--- src/rtl/dsteer_pkg.sv ---
// Package: shared widths and types for decode slot steering.
// Assumes micro-op counts fit in UOP_W bits; a count of 0 or 1 is single-uop.
package dsteer_pkg;
    localparam int UOP_W      = 3;
    localparam int SINGLE_MAX = 1;
    typedef logic [UOP_W-1:0] uop_cnt_t;
endpackage

--- src/rtl/decode_slot_stage.sv ---
// decode_slot_stage: decides what one decode slot receives.
// Takes the window position reached by the older slots and the fusion-used
// flag. It returns the grant, the fuse and microcode flags, the payloads and
// the position for the next slot. Assumes pos_in may point past the window,
// in which case nothing is granted.
module decode_slot_stage
    import dsteer_pkg::*;
#(
    parameter int WIN        = 5,
    parameter int DW         = 16,
    parameter int CPLX_MAX   = 4,
    parameter bit IS_COMPLEX = 1'b0,
    parameter int PW         = 3
) (
    input  logic [WIN-1:0]       win_vld,
    input  logic [WIN-1:0]       win_cmp,
    input  logic [WIN-1:0]       win_jcc,
    input  logic [WIN*UOP_W-1:0] win_uops,
    input  logic [WIN*DW-1:0]    win_data,
    input  logic [PW-1:0]        pos_in,
    input  logic                 live_in,
    input  logic                 pair_used_in,
    output logic [PW-1:0]        pos_out,
    output logic                 live_out,
    output logic                 pair_used_out,
    output logic                 grant,
    output logic                 fuse,
    output logic                 ucode,
    output logic [DW-1:0]        data,
    output logic [DW-1:0]        br_data
);
    logic          cur_v, cur_c, nxt_v, nxt_j;
    uop_cnt_t      cur_u, nxt_u;
    logic [DW-1:0] cur_d, nxt_d;
    logic          cur_single, cur_long;
    logic [PW-1:0] pos_nxt;

    assign pos_nxt = pos_in + PW'(1);

    // Fetch the attributes of the entry at pos_in and of the one after it.
    always_comb begin
        cur_v = 1'b0; cur_c = 1'b0; cur_u = '0; cur_d = '0;
        nxt_v = 1'b0; nxt_j = 1'b0; nxt_u = '0; nxt_d = '0;
        for (int i = 0; i < WIN; i++) begin
            if (PW'(i) == pos_in) begin
                cur_v = win_vld[i];
                cur_c = win_cmp[i];
                cur_u = win_uops[i*UOP_W +: UOP_W];
                cur_d = win_data[i*DW +: DW];
            end
            if (PW'(i) == pos_nxt) begin
                nxt_v = win_vld[i];
                nxt_j = win_jcc[i];
                nxt_u = win_uops[i*UOP_W +: UOP_W];
                nxt_d = win_data[i*DW +: DW];
            end
        end
    end

    // Classify the candidate and decide grant, fusion and how far to advance.
    always_comb begin
        cur_single    = (cur_u <= uop_cnt_t'(SINGLE_MAX));
        cur_long      = (cur_u > uop_cnt_t'(CPLX_MAX));
        grant         = live_in && cur_v && (IS_COMPLEX || cur_single);
        fuse          = grant && cur_single && cur_c && !pair_used_in &&
                        nxt_v && nxt_j && (nxt_u <= uop_cnt_t'(SINGLE_MAX));
        ucode         = grant && cur_long;
        live_out      = grant && !cur_long;
        pair_used_out = pair_used_in || fuse;
        pos_out       = pos_in + (grant ? (fuse ? PW'(2) : PW'(1)) : PW'(0));
        data          = cur_d;
        br_data       = fuse ? nxt_d : '0;
    end
endmodule

--- src/rtl/decode_slot_reg.sv ---
// decode_slot_reg: decode-stage register holding the steered slot contents.
// Synchronous active-low reset clears every flag and payload.
module decode_slot_reg #(
    parameter int SLOTS = 4,
    parameter int DW    = 16
) (
    input  logic                clk,
    input  logic                rst_n,
    input  logic [SLOTS-1:0]    d_vld,
    input  logic [SLOTS-1:0]    d_fused,
    input  logic [SLOTS-1:0]    d_ucode,
    input  logic [SLOTS*DW-1:0] d_data,
    input  logic [SLOTS*DW-1:0] d_br,
    output logic [SLOTS-1:0]    q_vld,
    output logic [SLOTS-1:0]    q_fused,
    output logic [SLOTS-1:0]    q_ucode,
    output logic [SLOTS*DW-1:0] q_data,
    output logic [SLOTS*DW-1:0] q_br
);
    // Capture the steering result once per cycle.
    always_ff @(posedge clk) begin
        if (!rst_n) begin
            q_vld   <= '0;
            q_fused <= '0;
            q_ucode <= '0;
            q_data  <= '0;
            q_br    <= '0;
        end else begin
            q_vld   <= d_vld;
            q_fused <= d_fused;
            q_ucode <= d_ucode;
            q_data  <= d_data;
            q_br    <= d_br;
        end
    end
endmodule

--- src/rtl/decode_steer.sv ---
// decode_steer: steers up to WIN queue-head entries onto SLOTS decode slots.
// Slot 0 is the complex decoder and the rest are single-uop decoders. At most
// one compare+branch pair is fused per cycle. take_cnt is combinational for
// the queue pop, and slot outputs are registered. Assumes the window is packed
// with entry 0 as the oldest.
module decode_steer
    import dsteer_pkg::*;
#(
    parameter int WIN      = 5,
    parameter int SLOTS    = 4,
    parameter int DW       = 16,
    parameter int CPLX_MAX = 4,
    localparam int PW      = $clog2(WIN + 2),
    localparam int CW      = $clog2(WIN + 1)
) (
    input  logic                 clk,
    input  logic                 rst_n,
    input  logic [WIN-1:0]       q_vld,
    input  logic [WIN-1:0]       q_cmp,
    input  logic [WIN-1:0]       q_jcc,
    input  logic [WIN*UOP_W-1:0] q_uops,
    input  logic [WIN*DW-1:0]    q_data,
    output logic [CW-1:0]        take_cnt,
    output logic [SLOTS-1:0]     slot_vld,
    output logic [SLOTS-1:0]     slot_fused,
    output logic [SLOTS-1:0]     slot_ucode,
    output logic [SLOTS*DW-1:0]  slot_data,
    output logic [SLOTS*DW-1:0]  slot_br_data
);
    logic [PW-1:0]       pos_chain  [SLOTS+1];
    logic                live_chain [SLOTS+1];
    logic                pair_chain [SLOTS+1];
    logic [SLOTS-1:0]    st_vld, st_fused, st_ucode;
    logic [SLOTS*DW-1:0] st_data, st_br;

    assign pos_chain[0]  = '0;
    assign live_chain[0] = 1'b1;
    assign pair_chain[0] = 1'b0;

    // One stage per slot, chained in program order; only slot 0 is complex.
    for (genvar s = 0; s < SLOTS; s++) begin : g_slot
        decode_slot_stage #(
            .WIN(WIN), .DW(DW), .CPLX_MAX(CPLX_MAX),
            .IS_COMPLEX(s == 0), .PW(PW)
        ) u_stage (
            .win_vld      (q_vld),
            .win_cmp      (q_cmp),
            .win_jcc      (q_jcc),
            .win_uops     (q_uops),
            .win_data     (q_data),
            .pos_in       (pos_chain[s]),
            .live_in      (live_chain[s]),
            .pair_used_in (pair_chain[s]),
            .pos_out      (pos_chain[s+1]),
            .live_out     (live_chain[s+1]),
            .pair_used_out(pair_chain[s+1]),
            .grant        (st_vld[s]),
            .fuse         (st_fused[s]),
            .ucode        (st_ucode[s]),
            .data         (st_data[s*DW +: DW]),
            .br_data      (st_br[s*DW +: DW])
        );
    end

    assign take_cnt = CW'(pos_chain[SLOTS]);

    decode_slot_reg #(.SLOTS(SLOTS), .DW(DW)) u_reg (
        .clk    (clk),
        .rst_n  (rst_n),
        .d_vld  (st_vld),
        .d_fused(st_fused),
        .d_ucode(st_ucode),
        .d_data (st_data),
        .d_br   (st_br),
        .q_vld  (slot_vld),
        .q_fused(slot_fused),
        .q_ucode(slot_ucode),
        .q_data (slot_data),
        .q_br   (slot_br_data)
    );

    // Marks cycles whose previous edge was already out of reset.
    logic past_ok;
    always_ff @(posedge clk) begin
        if (!rst_n) past_ok <= 1'b0;
        else        past_ok <= 1'b1;
    end

    // an invalid queue head pops nothing.
    a_r1_idle_head: assert property (@(posedge clk) disable iff (!rst_n)
        !q_vld[0] |-> take_cnt == '0);

    // registered slots account for exactly the entries popped last cycle.
    a_r1_pop_matches: assert property (@(posedge clk) disable iff (!rst_n)
        past_ok |-> (int'($countones(slot_vld)) + int'($countones(slot_fused)))
                    == int'($past(take_cnt)));

    // occupied slots form a prefix starting at slot 0.
    for (genvar s = 1; s < SLOTS; s++) begin : g_prefix
        a_r2_no_gap: assert property (@(posedge clk) disable iff (!rst_n)
            slot_vld[s] |-> slot_vld[s-1]);
    end

    // a fused flag only appears on an occupied slot.
    a_r5_fuse_valid: assert property (@(posedge clk) disable iff (!rst_n)
        (slot_fused & ~slot_vld) == '0);

    // no more than one fused pair per group.
    a_r6_one_pair: assert property (@(posedge clk) disable iff (!rst_n)
        $onehot0(slot_fused));

    // a microcode entry sits in slot 0 with every other slot empty.
    a_r8_ucode_alone: assert property (@(posedge clk) disable iff (!rst_n)
        slot_ucode != '0 |-> (slot_ucode == SLOTS'(1) && slot_vld == SLOTS'(1)));
endmodule

--- config.mk ---
export PLATFORM = sky130hd
export DESIGN_NAME = decode_steer
export DESIGN_NICKNAME = d
export VERILOG_FILES = /design/src/rtl/dsteer_pkg.sv /design/src/rtl/decode_slot_stage.sv /design/src/rtl/decode_slot_reg.sv /design/src/rtl/decode_steer.sv
export SDC_FILE = /design/constraint.sdc
export NUM_CORES = 1
export LEC_CHECK = 0
export BUFFER_PORTS_ARGS = -buffer_cell sky130_fd_sc_hd__buf_4
export CORE_ASPECT_RATIO = 0.75
export CORE_UTILIZATION = 30
export DETAILED_ROUTE_END_ITERATION = 7
export PLACE_DENSITY_LB_ADDON = 0.05
export SLEW_MARGIN = 20
export SYNTH_ARGS = -nofsm -noshare
export SYNTH_HDL_FRONTEND = slang
export SYNTH_SLANG_ARGS = --single-unit
--- constraint.sdc ---
create_clock -name clk -period 12.4 [get_ports clk]
set_clock_uncertainty 0.2 [all_clocks]
set_input_delay 2.48 -clock clk [delete_from_list [all_inputs] [get_ports clk]]
set_output_delay 2.48 -clock clk [all_outputs]
set_load 0.05 [all_outputs]
==> flow_summary.json, run 1 <==
{
  "outcome": "finished, final reports clean",
  "async_flop_share_pct": 0,
  "critical_path_class": "primary input to output port",
  "final_antenna_net_count": 0,
  "fin_crit_sh_pct": 95.7,
  "ys_top_cells_by_area": "dfxtp_1 37%, a221oi_1 5.8%, mux2_2 4.9%",
  "min_path_type": "primary input to flip-flop",
  "synth_top_area_share_pct": 37.3,
  "fin_crit_ns": 11.87,
  "firstDrtPassIters": 6,
  "start_kind": "primary input",
  "clock_sinks": 140,
  "grtUsageTotal_pct": 25.5,
  "wirelength_um": 33300,
  "htreeDepth": 4,
  "die_w_um": 185,
  "ys_ff_latch": 140,
  "setup_tns_ns": 0,
  "cts_buffers": 17,
  "power.total_uw": 1320,
  "maxCapViolCount": 0,
  "via_per_inst": 5.32,
  "num_io_pins": 255,
  "grt_max_degree": 52,
  "drt_iter0_drc": 715,
  "drv_slew": 0,
  "grt.overflow.total": 0,
  "drc": 0,
  "rsz0062_at_grt": "no",
  "drive_above_1_share_pct": 33.2,
  "hold_viol_final": 0,
  "ys.warnings.count": 0,
  "cp_slowest_cell": "fa_1",
  "wl_per_cell_um": 22.9,
  "worst_slew_pin_slew_ns": 1.08,
  "diodes": 0,
  "design.die.area_um2": 25700,
  "synth_edf_count": 0,
  "netlist_instances": 884,
  "core_um2": 24300,
  "worstSetupStartpoint": "q_uops[1]",
  "grt_pass1_vias": 7186,
  "core.rowCount": 49,
  "grt_pass1_wl_um": 48400,
  "synthFlopType": "dfxtp_1",
  "max_freq_mhz": 84.3,
  "die_h_um": 139,
  "port_buffers": 250,
  "worstPathRequired_ns": 9.72,
  "post_synth_num_cell_types": 69,
  "hpwl_um": 23700,
  "ctsLongestPathBuffers": 2,
  "fin_nets": 1228,
  "ys_seq_area_share_pct": 37.3,
  "min_from": "q_data[8]",
  "post_cts_buffers": 0,
  "relSlewSlack_pct": 27.8,
  "antenna_found_initial": 1,
  "area_delta_synth_final_pct": 38.3,
  "vias": 7711,
  "synth_largest_area_cell": "dfxtp_1",
  "finalWeightedCongestion": 0.887,
  "cellPowerDensity_nw_per_um2": 127,
  "cts_tree": "done",
  "path_clk_slew_ns": 0.07,
  "worstPathMaxFanout": 8,
  "cts_root_buf": "clkbuf_16",
  "syn_area_per_cell_um2": 8.51,
  "netlist_area_um2": 7520,
  "initial_core_util_pct": 31.0,
  "worstSetupEndpointType": "output port",
  "crit_path_max_incr_delay_ns": 0.48,
  "min_path_cells": 2,
  "ir_drop_mv": 0.0925,
  "setup_viol": 0,
  "leakagePower_uw": 0.00441,
  "worstPathArrival_ns": 9.19
}
## metal layers
metal	vias up	share of wire, %	track usage (%)	routed length (um)
met3	17	9.9	7.88	3290
met2	395	35	30.1	11700
met5	-	0.21	2.10	69
met4	2	0.68	4.52	227
met1	3618	54	42.4	17900
li1	3679	-	-	-
## final cells by class
type / instances / area, um2
repair buffers: 278 / 2090
clock buffers: 18 / 439
flip-flops and latches: 140 / 2800
inverters: 10 / 37.5
clock inverters: 14 / 209
well taps: 331 / 414
multi-input cells: 659 / 4410
fillers: 2492 / 13900
## cells in the final DEF, fill, tap and decap left out, drive strengths merged, types with 6 or more instances in the layout
| cell | count |
|---|---|
| nor3 | 39 |
| and2 | 50 |
| a221oi | 50 |
| clkbuf | 18 |
| a22oi | 34 |
| nor2b | 19 |
| clkinv | 6 |
| a211oi | 17 |
| nand3 | 20 |
| o21ai | 60 |
| dfxtp | 140 |
| nor2 | 98 |
| mux2i | 33 |
| a311oi | 18 |
| inv | 13 |
| mux2 | 33 |
| a22o | 17 |
| ha | 7 |
| nand2 | 75 |
| a21oi | 21 |
| buf | 278 |
| and3 | 16 |
## critical path, delay by kind of cell
kind	cells	cell delay, ns
buffers and inverters	3	0.40
adder cells (fa/ha/maj)	7	2.50
AO/OA/AOI/OAI	6	1.47
AND/OR/NAND/NOR	10	2.19
XOR/XNOR	1	0.14
## what timing repair did
item	in CTS	in global routing
hold buffers	0	0
setup endpoints to repair	0	2
gates resized for setup	0	3
## per-stage QoR
| step | utilization, % | instance area, um2 | hold slack (ns) | instances | worst slack, ns |
|---|---|---|---|---|---|
| after global placement | 40.1 | 9740 | 2.55 | 1418 | 0.324 |
| after detailed placement | 40.1 | 9740 | 2.56 | 1418 | 0.402 |
| final | 42.9 | 10400 | 2.13 | 1450 | 0.534 |
| after CTS | 42.8 | 10400 | 2.11 | 1450 | 0.366 |
| after global routing | 42.9 | 10400 | 2.11 | 1450 | 0.0968 |
| after floorplan | - | 7550 | 2.40 | 886 | 0.0199 |
## kinds of logic (layout without fill, tap and decap cells)
kind of cell | Yosys count | count (layout) | share of synthesized area (%)
other cells | 1 | 3 | 0.0499
simple gates | 341 | 341 | 23.0
compound gates | 236 | 236 | 22.9
buf+inv | 87 | 320 | 4.97
mux | 66 | 66 | 9.33
xor+xnor | 3 | 3 | 0.449
flops | 140 | 140 | 37.3
fa+ha+maj | 10 | 10 | 1.96
## registers in the layout (all words and copies together) (netlist names)
name	flops
u_reg.q_br	64
u_reg.q_data	64
u_reg.q_ucode	4
u_reg.q_fused	4
u_reg.q_vld	4
## power breakdown
part	leakage [uW]	internal, uW	switching [uW]
clock network	0.000314	348	224
logic	0.00295	99.0	178
registers	0.00115	465	6.49
total	0.00441	912	409
## synthesized netlist by cell type, drive strengths merged (2+ instances only)
| library cell | instances |
|---|---|
| a211oi | 17 |
| a21oi | 21 |
| a221oi | 50 |
| a22o | 17 |
| a22oi | 34 |
| a311oi | 18 |
| a31o | 2 |
| and2 | 50 |
| and3 | 16 |
| buf | 27 |
| clkbuf | 50 |
| dfxtp | 140 |
| fa | 3 |
| ha | 7 |
| inv | 9 |
| mux2 | 33 |
| mux2i | 33 |
| nand2 | 75 |
| nand3 | 20 |
| nand4 | 4 |
| nor2 | 98 |
| nor2b | 19 |
| nor3 | 39 |
| nor3b | 4 |
| nor4 | 2 |
| nor4b | 2 |
| o2111ai | 2 |
| o21ai | 60 |
| o22ai | 2 |
| o2bb2ai | 3 |
| or2 | 2 |
| or3 | 3 |
| or3b | 2 |
| xnor2 | 2 |
## path summary, 6_finish.rpt
| kind | to |
|---|---|
| hold / removal | u_reg.q_data[8] |
| setup / recovery | take_cnt[2] |
(Power assumes the default switching activity.)
==> inputs of run 2 (changes only) <==
Clock period 12.4 ns to 13.02 ns, I/O delays scaled along.
==> run 2 against run 1 <==
Final cell count is essentially flat. Routed wire length down 1.4%. Non-clock buffer count up 1. Largest cell class unchanged.
==> flow_summary.json, run 2 (same netlist as run 1, synthesis figures left out) <==
{
  "outcome": "finished, final reports clean",
  "maxCapViolCount": 0,
  "setup_viol": 0,
  "path_clk_slew_ns": 0.06,
  "hpwl_um": 23800,
  "fin_crit_ns": 12.48,
  "antenna_found_initial": 0,
  "crit_path_max_incr_delay_ns": 0.60,
  "port_buffers": 250,
  "final_cell_area_um2": 10400,
  "finalWeightedCongestion": 0.878,
  "initial_core_util_pct": 31.0,
  "cts_root_buf": "clkbuf_16",
  "cpMostUsedCell": "ha_1",
  "diodes": 0,
  "die_h_um": 139,
  "setup_tns_ns": 0,
  "rsz0062_at_grt": "no",
  "final_cells": 1451,
  "cellPowerDensity_nw_per_um2": 117,
  "hold_buffers": 0,
  "wirelength_um": 32800,
  "num_io_pins": 255,
  "core_um2": 24300,
  "fin_crit_sh_pct": 95.9,
  "fin_nets": 1229,
  "firstDrtPassIters": 5,
  "min_path_cells": 2,
  "ctsLongestPathBuffers": 2,
  "preCtsSetupSlack_ns": 0.508,
  "via_per_inst": 5.22,
  "ir_drop_mv": 0.0860,
  "worst_slew_pin_slew_ns": 1.08,
  "placedCellCount": 1419,
  "worstPathArrival_ns": 9.68,
  "placed_area_um2": 9740,
  "start_kind": "primary input",
  "final_common_cell": "buf_4",
  "wl_per_cell_um": 22.6,
  "max_freq_mhz": 80.1,
  "core.rowCount": 49,
  "setup_ws_ns": 0.539,
  "grt_max_degree": 52,
  "post_cts_resized": 0,
  "hold_viol_final": 0,
  "final_cell_mix": "279 x buf_4, 140 x dfxtp_1, 95 x nor2_1, 75 x nand2_1, 59 x o21ai_0",
  "critical_path_class": "primary input to output port",
  "top_regs": "u_reg.q_br x64, u_reg.q_data x64",
  "grt.overflow.total": 0,
  "vias": 7576,
  "area_delta_synth_final_pct": 37.7,
  "cp_slowest_cell": "fa_1",
  "grtUsageTotal_pct": 25.4,
  "leakagePower_uw": 0.00439,
  "die_w_um": 185,
  "drc": 0,
  "worstPathRequired_ns": 10.22,
  "drv_slew": 0,
  "relSlewSlack_pct": 27.7,
  "htreeDepth": 4,
  "clock_sinks": 140,
  "post_cts_buffers": 0,
  "design.die.area_um2": 25700,
  "final_antenna_net_count": 0,
  "cts_buffers": 17,
  "cts_tree": "done",
  "worstSetupEndpointType": "output port",
  "min_from": "q_data[8]",
  "min_path_type": "primary input to flip-flop",
  "drt_iter0_drc": 760,
  "grt_pass1_wl_um": 48100,
  "drive_above_1_share_pct": 33.0,
  "worstPathMaxFanout": 42,
  "min_to": "u_reg.q_data[8]",
  "grt_pass1_vias": 7330
}
[run 2: cell count changes in the layout (fill, tap and decap cells not counted), moves of 2 or more]
cell        change
buf_4           +2
bufinv_16       -2
clkbuf_8        +4
clkinv_2        +2
clkinv_4        -3
clkinvlp_4      +2
inv_6           -3
[run 2: layout make-up]
type	count	area (um2)
multi-input cells	659	4400
clock inverters	9	110
fillers	2509	13900
well taps	331	414
flip-flops and latches	140	2800
clock buffers	23	498
inverters	10	37.5
repair buffers	279	2090
[run 2: routing by layer]
metal | routed length, um | part of all wire (%) | GRT usage [%] | up-vias
met3 | 3230 | 9.9 | 8.06 | 16
met2 | 11700 | 36 | 29.8 | 375
met1 | 17700 | 54 | 42.1 | 3504
li1 | - | - | - | 3681
met4 | 218 | 0.67 | 5.31 | 0
met5 | 0 | 0 | 0 | -
[run 2: stage by stage]
stage          util [%]  hold slack (ns)  power (uW)
2_1_floorplan         -             2.53         606
3_3_place_gp       40.1             2.66         718
3_5_place_dp       40.1             2.66         716
4_1_cts            42.6             2.20        1210
5_1_grt            42.7             2.22        1250
6_report           42.7             2.23        1210
[run 2: how the worst max path moves through the flow]
stage	slack (ns)	endpoint	from
global route	0.11	take_cnt[2]	q_uops[7]
global placement	0.55	take_cnt[2]	q_uops[7]
finish	0.54	take_cnt[1]	q_uops[7]
detailed placement	0.51	take_cnt[2]	q_uops[7]
CTS	0.47	take_cnt[2]	q_uops[7]
floorplan	0.07	take_cnt[2]	q_uops[4]
[run 2: where the power goes]
| group | switching (uW) | internal (uW) | total, uW | leakage (uW) |
|---|---|---|---|---|
| registers | 6.26 | 443 | 450 | 0.00115 |
| logic | 170 | 94.1 | 264 | 0.00295 |
| clock network | 187 | 307 | 494 | 0.000291 |
[run 2: worst max-delay path, delay by kind of cell]
kind | cells | cell delay (ns)
adder cells (fa/ha/maj) | 7 | 2.57
AND/OR/NAND/NOR | 9 | 1.91
AO/OA/AOI/OAI | 7 | 1.63
buffers and inverters | 6 | 0.94
==> inputs of run 3 (changes only) <==
Settings changed: ABC_AREA set to 1, SLEW_MARGIN 20 to 10.
==> run 3 against run 2 <==
Sequential power about the same. Sequential cell count did not move. Fmax is 0.27% higher. Synthesized cell count increased by 25%. Count of clock-buffer cells in the layout shrank 5. Hold slack lost 0.0080 ns. Core utilization shrank 0.54 points. Sequential share of layout area up 0.55 points. Routed wire length is 3.3% higher. Design area decreased by 2.0%. Largest cell class unchanged. Largest power group unchanged.
==> flow_summary.json, run 3 <==
{
  "outcome": "finished, final reports clean",
  "preCtsSetupSlack_ns": 0.452,
  "ctsLongestPathBuffers": 2,
  "min_to": "u_reg.q_data[5]",
  "ys.warnings.count": 0,
  "max_freq_mhz": 80.3,
  "worst_slew_pin_slew_ns": 0.832,
  "hold_viol_final": 0,
  "start_kind": "primary input",
  "setup_ws_ns": 0.572,
  "top_regs": "u_reg.q_br x64, u_reg.q_data x64",
  "ys_ff_latch": 140,
  "ys_seq_area_share_pct": 37.9,
  "area_delta_synth_final_pct": 37.1,
  "syn_area_per_cell_um2": 6.69,
  "intPower_uw": 814,
  "worstPathMaxFanout": 34,
  "yosys-top-cells-count": "193 x nand2_1, 168 x o21ai_0, 140 x dfxtp_1, 127 x inv_1, 95 x nor2_1",
  "placedCellCount": 1636,
  "drive_above_1_share_pct": 25.1,
  "fillers": 2579,
  "p_clk_share_pct": 41.4,
  "port_buffers": 250,
  "antenna_found_initial": 0,
  "ys_top_cells_by_area": "dfxtp_1 38%, o21ai_0 11%, nand2_1 9.8%",
  "initial_core_util_pct": 30.7,
  "grtUsageTotal_pct": 26.3,
  "num_io_pins": 255,
  "final_cell_mix": "271 x buf_4, 191 x nand2_1, 168 x o21ai_0, 140 x dfxtp_1, 126 x inv_1",
  "post_synth_num_cell_types": 34,
  "wl_per_cell_um": 20.3,
  "switching_power_uw": 363,
  "netlist_instances": 1106,
  "post_cts_buffers": 0,
  "maxCapViolCount": 0,
  "p_seq_share_pct": 38.1,
  "min_from": "q_data[5]",
  "p_comb_share_pct": 20.5,
  "wirelength_um": 33900,
  "synth_edf_count": 0,
  "core_um2": 24100,
  "worstPathArrival_ns": 9.64,
  "relSlewSlack_pct": 44.5,
  "final_util_pct": 42.1,
  "synth_top_area_share_pct": 37.9,
  "min_path_type": "primary input to flip-flop",
  "netlist_area_um2": 7400,
  "setup_tns_ns": 0,
  "worstPathRequired_ns": 10.22,
  "cp_slowest_cell": "fa_2",
  "drv_slew": 0,
  "crit_path_max_incr_delay_ns": 0.64,
  "design.die.area_um2": 25300,
  "multi_input_area_um2": 3820,
  "min_path_cells": 3,
  "vias": 8435,
  "ir_drop_mv": 0.0856,
  "synth_most_common_cell": "nand2_1",
  "cts_root_buf": "clkbuf_16",
  "hold_buffers": 0,
  "drc": 0,
  "critical_path_class": "primary input to output port",
  "setup_viol": 0,
  "fin_crit_sh_pct": 95.6,
  "finalWeightedCongestion": 0.884,
  "die_h_um": 138,
  "via_per_inst": 5.06,
  "seq_area_um2": 2800,
  "fin_nets": 1446,
  "clock_sinks": 140,
  "grt_pass1_wl_um": 49300,
  "diodes": 0,
  "grt_max_degree": 52,
  "p_sw_share_pct": 30.9,
  "core.rowCount": 49,
  "path_clk_slew_ns": 0.06,
  "cts_buffers": 17,
  "final_antenna_net_count": 0,
  "hpwl_um": 25800,
  "grt_pass1_vias": 7385,
  "cts_tree": "done",
  "synth_largest_area_cell": "dfxtp_1",
  "leakagePower_uw": 0.00478,
  "drt_iter0_drc": 839,
  "htreeDepth": 4,
  "grt.overflow.total": 0,
  "rsz0062_at_grt": "no",
  "final_cells": 1666,
  "worstSetupEndpointType": "output port",
  "final_common_cell": "buf_4",
  "async_flop_share_pct": 0,
  "cellPowerDensity_nw_per_um2": 116,
  "fin_crit_ns": 12.45,
  "firstDrtPassIters": 6,
  "die_w_um": 183,
  "synthFlopType": "dfxtp_1",
  "post_cts_resized": 0
}
## run 3: cell count changes in the layout (fill, tap and decap cells not counted), sizes merged, moves of 27 or more
cell / delta
inv: +123
nand2: +121
nor3: -36
a31oi: +27
o21ai: +109
and2: -50
a221oi: -44
mux2: -33
o22ai: +48
nand3: +55
mux2i: -30
a22oi: -34
a21oi: +70
## run 3: area by class of cell
class                   count  share of cell area [%]
multi-input cells         762                    37.7
flip-flops and latches    140                    27.6
repair buffers            271                    20.0
inverters                 132                    4.88
clock buffers              18                    4.23
well taps                 331                    4.08
clock inverters            12                    1.48
## run 3: worst max-delay path: cells and delay by family
| family | cells | cell delay, ns |
|---|---|---|
| compound gates | 4 | 0.47 |
| xor+xnor | 1 | 0.16 |
| fa+ha+maj | 8 | 2.60 |
| buf+inv | 12 | 1.68 |
| simple gates | 20 | 2.11 |
## run 3: cell families (layout without fill, tap and decap cells)
group                    count (synthesis)  in the layout  synth area share (%)
buffers and inverters                  206            433                  10.8
flip-flops                             140            140                  37.9
XOR/XNOR                                 1              1                 0.118
multiplexers                             3              3                 0.406
AO/OA/AOI/OAI                          357            357                  26.3
other                                    1              3                0.0507
adder cells (fa/ha/maj)                 10             10                  1.99
AND/OR/NAND/NOR                        388            388                  22.4
## run 3: power groups by stage
stage,Sequential [uW],Clock (uW),Combinational (uW)
after floorplan,506,0,81.6
after global placement,458,0,236
after detailed placement,458,0,235
after CTS,449,497,236
after global routing,450,514,257
final,449,487,241
## run 3: worst max-delay path by stage
| stage | from | endpoint | slack [ns] |
|---|---|---|---|
| floorplan | q_vld[0] | take_cnt[2] | 0.90 |
| global placement | q_uops[2] | take_cnt[1] | 0.46 |
| detailed placement | q_uops[2] | take_cnt[1] | 0.45 |
| CTS | q_uops[2] | take_cnt[1] | 0.42 |
| global route | q_uops[2] | take_cnt[2] | 0.01 |
| finish | q_uops[2] | take_cnt[2] | 0.57 |
## run 3: routing by layer
layer	global-route usage, %	share of wire, %
met2	28.8	33
met5	0	0
met4	4.65	0.71
met3	5.82	11
met1	47.3	55
## run 3: stage by stage
stage	total power, uW	hold slack (ns)	cell area, um2
2_1_floorplan	588	2.50	7410
3_3_place_gp	694	2.65	9550
3_5_place_dp	693	2.65	9550
4_1_cts	1180	2.20	10100
5_1_grt	1220	2.21	10100
6_report	1180	2.22	10100
